$ cat src/rtl/dramc_pkg.sv
package dramc_pkg;

   typedef enum logic [3:0] {
      S_WAIT,    // power-up pause
      S_IRAS,    // dummy row-strobe pulse
      S_IPRE,    // gap after dummy pulse
      S_IDLE,
      S_ROW,     // row address phase
      S_COL,     // column phase (read or write)
      S_PRE,     // precharge gap
      S_RCAS,    // refresh: column strobe lead
      S_RRAS     // refresh: both strobes low
   } seq_state_t;

   function automatic int unsigned max2(int unsigned a, int unsigned b);
      return (a > b) ? a : b;
   endfunction

endpackage

$ cat src/rtl/dramc_refresh_sched.sv
module dramc_refresh_sched #(
   parameter int unsigned REF_INTERVAL = 1560
) (
   input  logic clk,
   input  logic rst_n,
   input  logic ref_ack,
   output logic ref_pend
);
   localparam int unsigned CNT_W = $clog2(REF_INTERVAL + 1);
   localparam logic [CNT_W-1:0] RELOAD = CNT_W'(REF_INTERVAL - 1);

   logic [CNT_W-1:0] cnt_q;
   logic             tick;

   assign tick = (cnt_q == '0);

   always_ff @(posedge clk or negedge rst_n) begin
      if (!rst_n) begin
         cnt_q    <= RELOAD;
         ref_pend <= 1'b0;
      end else begin
         cnt_q <= tick ? RELOAD : cnt_q - 1'b1;
         if (tick)
            ref_pend <= 1'b1;
         else if (ref_ack)
            ref_pend <= 1'b0;
      end
   end
endmodule

$ cat src/rtl/dramc_addr_mux.sv
module dramc_addr_mux #(
   parameter int unsigned ROW_W = 11,
   parameter int unsigned COL_W = 10,
   parameter int unsigned PIN_W = 11
) (
   input  logic [ROW_W+COL_W-1:0] haddr,
   input  logic                   drive_row,
   input  logic                   drive_col,
   output logic [PIN_W-1:0]       pins
);
   logic [PIN_W-1:0] row_ext;
   logic [PIN_W-1:0] col_ext;

   generate
      if (ROW_W == PIN_W) begin : g_row_full
         assign row_ext = haddr[ROW_W+COL_W-1:COL_W];
      end else begin : g_row_pad
         assign row_ext = {{(PIN_W-ROW_W){1'b0}}, haddr[ROW_W+COL_W-1:COL_W]};
      end
      if (COL_W == PIN_W) begin : g_col_full
         assign col_ext = haddr[COL_W-1:0];
      end else begin : g_col_pad
         assign col_ext = {{(PIN_W-COL_W){1'b0}}, haddr[COL_W-1:0]};
      end
   endgenerate

   always_comb begin
      pins = '0;
      if (drive_row)
         pins = row_ext;
      else if (drive_col)
         pins = col_ext;
   end
endmodule

$ cat src/rtl/dramc_seq.sv
module dramc_seq
   import dramc_pkg::*;
#(
   parameter int unsigned HADDR_W     = 21,
   parameter int unsigned DQ_W        = 4,
   parameter int unsigned TMR_W       = 16,
   parameter int unsigned INIT_WAIT   = 20000,
   parameter int unsigned INIT_CYCLES = 8,
   parameter int unsigned T_RCD       = 2,
   parameter int unsigned D_COL       = 3,
   parameter int unsigned D_PRE       = 3,
   parameter int unsigned D_RAS       = 5,
   parameter int unsigned T_CSR       = 1
) (
   input  logic               clk,
   input  logic               rst_n,
   input  logic               ref_pend,
   output logic               ref_ack,
   input  logic               req_valid,
   input  logic               req_write,
   input  logic [HADDR_W-1:0] req_addr,
   input  logic [DQ_W-1:0]    req_wdata,
   output logic               req_ready,
   output logic               rsp_valid,
   output logic [DQ_W-1:0]    rsp_rdata,
   input  logic [DQ_W-1:0]    dq_in,
   output logic [HADDR_W-1:0] addr_q,
   output logic               drive_row,
   output logic               drive_col,
   output logic               ras_n,
   output logic               cas_n,
   output logic               we_n,
   output logic               oe_n,
   output logic               dq_oe,
   output logic [DQ_W-1:0]    dq_out
);
   localparam int unsigned ICNT_W = $clog2(INIT_CYCLES + 1);
   localparam logic [TMR_W-1:0] L_WAIT = TMR_W'(INIT_WAIT - 1);
   localparam logic [TMR_W-1:0] L_RAS  = TMR_W'(D_RAS - 1);
   localparam logic [TMR_W-1:0] L_PRE  = TMR_W'(D_PRE - 1);
   localparam logic [TMR_W-1:0] L_RCD  = TMR_W'(T_RCD - 1);
   localparam logic [TMR_W-1:0] L_COL  = TMR_W'(D_COL - 1);
   localparam logic [TMR_W-1:0] L_CSR  = TMR_W'(T_CSR - 1);
   localparam logic [ICNT_W-1:0] ILAST = ICNT_W'(INIT_CYCLES - 1);

   seq_state_t        st_q, st_d;
   logic [TMR_W-1:0]  tmr_q, ld_val;
   logic [ICNT_W-1:0] icnt_q;
   logic              move, expired, accept, wr_q;

   assign expired = (tmr_q == '0);
   assign accept  = (st_q == S_IDLE) && !ref_pend && req_valid;
   assign ref_ack = (st_q == S_IDLE) && ref_pend;

   always_comb begin
      st_d   = st_q;
      ld_val = '0;
      unique case (st_q)
         S_WAIT: if (expired) begin st_d = S_IRAS; ld_val = L_RAS; end
         S_IRAS: if (expired) begin st_d = S_IPRE; ld_val = L_PRE; end
         S_IPRE: if (expired) begin
            if (icnt_q == ILAST) st_d = S_IDLE;
            else begin st_d = S_IRAS; ld_val = L_RAS; end
         end
         S_IDLE: begin
            if (ref_pend) begin st_d = S_RCAS; ld_val = L_CSR; end
            else if (req_valid) begin st_d = S_ROW; ld_val = L_RCD; end
         end
         S_ROW:  if (expired) begin st_d = S_COL;  ld_val = L_COL; end
         S_COL:  if (expired) begin st_d = S_PRE;  ld_val = L_PRE; end
         S_PRE:  if (expired) st_d = S_IDLE;
         S_RCAS: if (expired) begin st_d = S_RRAS; ld_val = L_RAS; end
         S_RRAS: if (expired) begin st_d = S_PRE;  ld_val = L_PRE; end
         default: st_d = S_IDLE;
      endcase
   end

   assign move = (st_d != st_q) || (st_q == S_IPRE && expired);

   always_ff @(posedge clk or negedge rst_n) begin
      if (!rst_n) begin
         st_q   <= S_WAIT;
         tmr_q  <= L_WAIT;
         icnt_q <= '0;
      end else begin
         st_q <= st_d;
         if (move)
            tmr_q <= ld_val;
         else if (!expired)
            tmr_q <= tmr_q - 1'b1;
         if (st_q == S_IPRE && expired)
            icnt_q <= icnt_q + 1'b1;
      end
   end

   always_ff @(posedge clk or negedge rst_n) begin
      if (!rst_n) begin
         wr_q   <= 1'b0;
         addr_q <= '0;
         dq_out <= '0;
      end else if (accept) begin
         wr_q   <= req_write;
         addr_q <= req_addr;
         dq_out <= req_wdata;
      end
   end

   always_ff @(posedge clk or negedge rst_n) begin
      if (!rst_n) begin
         rsp_valid <= 1'b0;
         rsp_rdata <= '0;
      end else begin
         rsp_valid <= (st_q == S_COL) && expired && !wr_q;
         if ((st_q == S_COL) && expired && !wr_q)
            rsp_rdata <= dq_in;
      end
   end

   assign req_ready = (st_q == S_IDLE) && !ref_pend;
   assign ras_n     = !(st_q inside {S_IRAS, S_ROW, S_COL, S_RRAS});
   assign cas_n     = !(st_q inside {S_COL, S_RCAS, S_RRAS});
   assign we_n      = !((st_q == S_COL) && wr_q);
   assign oe_n      = !((st_q == S_COL) && !wr_q);
   assign dq_oe     = wr_q && (st_q inside {S_ROW, S_COL});
   assign drive_row = (st_q == S_ROW);
   assign drive_col = (st_q == S_COL);
endmodule

$ cat src/rtl/dramc_top.sv
module dramc_top
   import dramc_pkg::*;
#(
   parameter int unsigned ROW_W        = 11,
   parameter int unsigned COL_W        = 10,
   parameter int unsigned DQ_W         = 4,
   parameter int unsigned T_RCD        = 2,
   parameter int unsigned T_RAS        = 5,
   parameter int unsigned T_RAC        = 5,
   parameter int unsigned T_CAS        = 2,
   parameter int unsigned T_RP         = 3,
   parameter int unsigned T_CP         = 2,
   parameter int unsigned T_CSR        = 1,
   parameter int unsigned INIT_WAIT    = 20000,
   parameter int unsigned INIT_CYCLES  = 8,
   parameter int unsigned REF_INTERVAL = 1560
) (
   input  logic                     clk,
   input  logic                     rst_n,
   input  logic                     req_valid,
   output logic                     req_ready,
   input  logic                     req_write,
   input  logic [ROW_W+COL_W-1:0]   req_addr,
   input  logic [DQ_W-1:0]          req_wdata,
   output logic                     rsp_valid,
   output logic [DQ_W-1:0]          rsp_rdata,
   output logic                     dram_ras_n,
   output logic                     dram_cas_n,
   output logic                     dram_we_n,
   output logic                     dram_oe_n,
   output logic [((ROW_W > COL_W) ? ROW_W : COL_W)-1:0] dram_addr,
   output logic [DQ_W-1:0]          dram_dq_out,
   output logic                     dram_dq_oe,
   input  logic [DQ_W-1:0]          dram_dq_in
);
   localparam int unsigned HADDR_W = ROW_W + COL_W;
   localparam int unsigned PIN_W   = max2(ROW_W, COL_W);
   localparam int unsigned D_COL   = max2(T_CAS, max2(T_RAS - T_RCD, T_RAC - T_RCD));
   localparam int unsigned D_PRE   = max2(T_RP, T_CP);
   localparam int unsigned TMR_MAX = max2(max2(INIT_WAIT, D_COL), max2(max2(D_PRE, T_RAS), max2(T_RCD, T_CSR)));
   localparam int unsigned TMR_W   = $clog2(TMR_MAX + 1);

   generate
      if (T_RAS <= T_RCD || T_RAC <= T_RCD) begin : g_bad_rcd
         $error("row-to-column delay must be shorter than row active and row access times");
      end
      if (T_RCD < 1 || T_CAS < 1 || T_RP < 1 || T_CP < 1 || T_CSR < 1) begin : g_bad_zero
         $error("every timing count must be at least one cycle");
      end
      if (INIT_WAIT < 1 || INIT_CYCLES < 1 || REF_INTERVAL < 2) begin : g_bad_init
         $error("init pause, dummy count and refresh interval must be nonzero");
      end
      if (REF_INTERVAL <= T_CSR + T_RAS + D_PRE + T_RCD + D_COL + D_PRE + 2) begin : g_bad_ref
         $error("refresh interval too short to fit one access and one refresh");
      end
   endgenerate

   logic               ref_pend, ref_ack, drive_row, drive_col;
   logic [HADDR_W-1:0] addr_q;

   dramc_refresh_sched #(.REF_INTERVAL(REF_INTERVAL)) u_sched (
      .clk      (clk),
      .rst_n    (rst_n),
      .ref_ack  (ref_ack),
      .ref_pend (ref_pend)
   );

   dramc_seq #(
      .HADDR_W     (HADDR_W),
      .DQ_W        (DQ_W),
      .TMR_W       (TMR_W),
      .INIT_WAIT   (INIT_WAIT),
      .INIT_CYCLES (INIT_CYCLES),
      .T_RCD       (T_RCD),
      .D_COL       (D_COL),
      .D_PRE       (D_PRE),
      .D_RAS       (T_RAS),
      .T_CSR       (T_CSR)
   ) u_seq (
      .clk       (clk),
      .rst_n     (rst_n),
      .ref_pend  (ref_pend),
      .ref_ack   (ref_ack),
      .req_valid (req_valid),
      .req_write (req_write),
      .req_addr  (req_addr),
      .req_wdata (req_wdata),
      .req_ready (req_ready),
      .rsp_valid (rsp_valid),
      .rsp_rdata (rsp_rdata),
      .dq_in     (dram_dq_in),
      .addr_q    (addr_q),
      .drive_row (drive_row),
      .drive_col (drive_col),
      .ras_n     (dram_ras_n),
      .cas_n     (dram_cas_n),
      .we_n      (dram_we_n),
      .oe_n      (dram_oe_n),
      .dq_oe     (dram_dq_oe),
      .dq_out    (dram_dq_out)
   );

   dramc_addr_mux #(.ROW_W(ROW_W), .COL_W(COL_W), .PIN_W(PIN_W)) u_amux (
      .haddr     (addr_q),
      .drive_row (drive_row),
      .drive_col (drive_col),
      .pins      (dram_addr)
   );
endmodule

$ cat config.mk
export PLATFORM = sky130hd
export DESIGN_NAME = dramc_top
export DESIGN_NICKNAME = d
export VERILOG_FILES = /design/src/rtl/dramc_pkg.sv /design/src/rtl/dramc_refresh_sched.sv /design/src/rtl/dramc_addr_mux.sv /design/src/rtl/dramc_seq.sv /design/src/rtl/dramc_top.sv
export SDC_FILE = /design/constraint.sdc
export NUM_CORES = 1
export LEC_CHECK = 0
export ABC_AREA = 1
export BUFFER_PORTS_ARGS = -buffer_cell sky130_fd_sc_hd__buf_2
export CELL_PAD_IN_SITES_DETAIL_PLACEMENT = 1
export CELL_PAD_IN_SITES_GLOBAL_PLACEMENT = 1
export CORE_MARGIN = 8
export CORE_UTILIZATION = 42
export DETAILED_ROUTE_END_ITERATION = 16
export MAX_ROUTING_LAYER = met4
export PLACE_DENSITY = 0.9
export SKIP_CTS_REPAIR_TIMING = 1
export SLEW_MARGIN = 5
export SYNTH_ARGS = -nofsm -noshare
export SYNTH_HDL_FRONTEND = slang
export SYNTH_SLANG_ARGS = --single-unit
$ cat constraint.sdc
create_clock -name clk -period 2.3 [get_ports clk]
set_input_delay 0.345 -clock clk [delete_from_list [all_inputs] [get_ports clk]]
set_output_delay 0.345 -clock clk [all_outputs]
set_load 0.05 [all_outputs]
==> flow_metrics.py <==
metrics = {
    "run_status": {
        "status": "complete, no violations",
    },
    "critical_path": {
        "ff2ff_path_depth": 16,
        "endpoint_kind": "output pin",
        "rr_startpoint": "u_seq.tmr_q[0]",
        "cpMaxStageDelayCell": "dfrtp_2",
        "worstPathArrival_ns": 1.88,
        "crit_chain": "inv_2, nand2_1, nor2_2, buf_4, a22o_1, clkbuf_4",
        "critPathMaxStageDelay_ns": 0.49,
        "path_class": "flip-flop to output pin",
        "timing.critical_path.buf_inv": 3,
        "cp_max_fo": 10,
        "r2r_end": "u_seq.tmr_q[13]",
        "path_delay_family": "buffers and inverters",
        "crit_required_ns": 1.96,
        "crit_path_start_kind": "flip-flop",
        "reg2reg_slack_ns": 0.14,
    },
    "routing": {
        "wirelength_mm": 9.36,
        "wl_per_cell_um": 16.9,
        "dr.pass1.iters": 4,
        "vias": 2827,
        "first_iter_violations": 77,
        "via_per_inst": 5.10,
        "ant_nets": 0,
        "drc_errors": 0,
    },
    "sta": {
        "rsz0062_at_grt": "yes",
        "max_freq_ghz": 0.450,
        "fin_crit_ns": 2.22,
        "slew_violations": 0,
        "fin_worst_skew_ns": 0.00967,
        "post-route-period-util": 0.966,
        "slew-limit-headroom": 0.646,
        "hold_slack_ns": 0.00207,
        "worst_slew_pin_slew_ns": 0.526,
        "hold_violations": 0,
        "finalSetupViolCount": 0,
    },
    "cells_and_area": {
        "fin_area_mm2": 0.00407,
        "area_growth_pct": 20.5,
        "nFillCells": 924,
        "post-route-util": 0.524,
        "antenna_cells": 0,
        "layout-drive-gt1-share": 0.354,
        "finalNetCount": 483,
    },
    "clocking": {
        "h-tree-depth": 3,
        "insertion_delay_ns": 0.34,
        "path_clk_slew_ns": 0.07,
        "cts_max_path_buffers": 2,
        "cts_buffers": 9,
        "cts_sinks": 66,
        "cts_tree": "done",
        "root_buffer": "clkbuf_8",
    },
    "die": {
        "die_h_um": 106,
        "num_rows": 32,
        "chipWidth_um": 106,
        "initial_core_util": 0.435,
        "die-area_mm2": 0.0112,
        "ioPinCount": 59,
        "coreArea_mm2": 0.00777,
    },
    "global_routing": {
        "grt_first_pass_wirelength_mm": 16.0,
        "grt_pass1_vias": 3251,
        "grt_overflow": 0,
        "grt_max_degree": 67,
        "antenna_found_initial": 0,
        "grt_usage": 0.179,
    },
    "synth": {
        "yosysSeqAreaShare": 0.494,
        "ys_ff_latch": 66,
        "synth_fp_nets": 413,
        "syn_inst": 377,
        "synth_area_leader_cell": "dfrtp_1",
        "syn-cell-area_mm2": 0.00338,
        "yosysUniqueCellTypes": 34,
        "synth_area_leaders": "dfrtp_1 38%, dfstp_2 12%, nand2_1 9.8%",
        "synth_top_area_share": 0.377,
        "yosys_warnings": 0,
        "synth.avg_cell_area_um2": 8.97,
    },
    "place": {
        "gp_congestion": 0.823,
        "place_area_mm2": 0.00382,
        "place_hpwl_mm": 6.70,
        "port-buffer-count": 58,
    },
    "hold_path": {
        "hp-class": "input port to async pin",
    },
    "power": {
        "p_per_area_mw_per_mm2": 1090,
        "power.total_w": 0.00444,
        "vdd_drop_max_uv": 589,
        "leakagePower_nw": 2.07,
    },
    "job": {
        "drv_cap": 0,
    },
}
-- layout by cell type (no fill, tap or decap), drive strengths merged, types with 13 or more instances in the layout --
master | synthesis | layout
buf | 4 | 55
clkbuf | 2 | 20
dfrtp | 51 | 51
dfstp | 15 | 15
inv | 45 | 46
mux2 | 24 | 24
nand2 | 95 | 95
nand3 | 13 | 13
nor2 | 62 | 62
-- worst reg2reg max path: stages (launching register included) --
cell,delay [ns]
dfstp_2,0.54
inv_1,0.06
ha_1,0.23
nand2_2,0.11
nor2_1,0.07
nand2_2,0.14
nand2_1,0.08
nand2_1,0.07
nand2_2,0.06
nand2_2,0.07
nand2_1,0.05
nand2_1,0.08
nand2_2,0.08
nor2_4,0.17
buf_4,0.15
o21ai_1,0.06
nor2_1,0.08
-- layout make-up --
| type | instances | area, um2 | area share |
|---|---|---|---|
| inverters | 45 | 174 | 0.0427 |
| clock buffers | 10 | 138 | 0.0338 |
| clock inverters | 6 | 65.1 | 0.0160 |
| flip-flops and latches | 66 | 1670 | 0.410 |
| repair buffers | 65 | 380 | 0.0934 |
| well taps | 102 | 128 | 0.0313 |
| multi-input cells | 260 | 1520 | 0.372 |
-- logic make-up (layout without fill, tap and decap cells) --
group / after synthesis / count (layout) / share of synthesized area
buf+inv: 51 / 126 / 0.0618
flops: 66 / 66 / 0.494
simple gates: 185 / 185 / 0.245
compound gates: 34 / 34 / 0.0722
xor+xnor: 14 / 14 / 0.0363
fa+ha+maj: 3 / 3 / 0.0111
mux: 24 / 24 / 0.0799
-- flip-flops by register name, summed over array words and instances (netlist names) --
| signal | cells |
|---|---|
| u_sched.cnt_q | 11 |
| u_sched.ref_pend | 1 |
| u_seq.addr_q | 21 |
| u_seq.dq_out | 4 |
| u_seq.icnt_q | 4 |
| u_seq.rsp_rdata | 4 |
| u_seq.rsp_valid | 1 |
| u_seq.st_q | 4 |
| u_seq.tmr_q | 15 |
| u_seq.wr_q | 1 |
-- metrics by stage --
step,std cells,setup TNS (ns),setup slack (ns)
2_1_floorplan,377,0,0.219
3_3_place_gp,537,0,0.145
3_5_place_dp,537,0,0.0485
4_1_cts,553,-0.0179,-0.00894
5_1_grt,554,-0.122,-0.0354
6_report,554,0,0.0790
-- power breakdown --
part / internal, W / total [W] / switching (W)
clock: 0.000532 / 0.00102 / 0.000488
sequential: 0.00148 / 0.00170 / 0.000212
combinational: 0.000594 / 0.00172 / 0.00113
total: 0.00261 / 0.00444 / 0.00183
-- cells in the mapped netlist, drive strengths merged --
library cell and n:
xnor2 4, nand3 13, ha 3, mux2 24
o21ai 8, nand2 95, nor2 62, or2 1
a21oi 8, dfstp 15, dfrtp 51, nor3 6
a22o 10, and2 1, inv 45, a31oi 1
o211ai 1, o21bai 2, nand3b 2, o22ai 1
clkbuf 2, nand4 5, xor2 10, o21a 1
o31ai 2, buf 4
-- worst max-delay path by stage --
stage	slack [ns]	end	from	cells past startpoint
final	0.08	dram_addr[6]	u_seq.st_q[3]	6
after CTS	-0.009	dram_addr[8]	u_seq.st_q[3]	6
after global placement	0.15	u_seq.tmr_q[2]	u_seq.tmr_q[0]	16
after detailed placement	0.05	u_seq.tmr_q[13]	u_seq.tmr_q[0]	12
after global routing	-0.04	u_seq.tmr_q[13]	u_seq.st_q[0]	14
after floorplan	0.22	u_seq.addr_q[18]	u_seq.st_q[3]	9
-- layer usage --
metal	routed length, um	track usage	up-vias
met5	0	-	-
met4	120	0.0553	0
met3	362	0.0402	16
met2	4870	0.310	62
met1	4000	0.202	1402
li1	-	-	1347
Power figures use the tool's default switching activity.
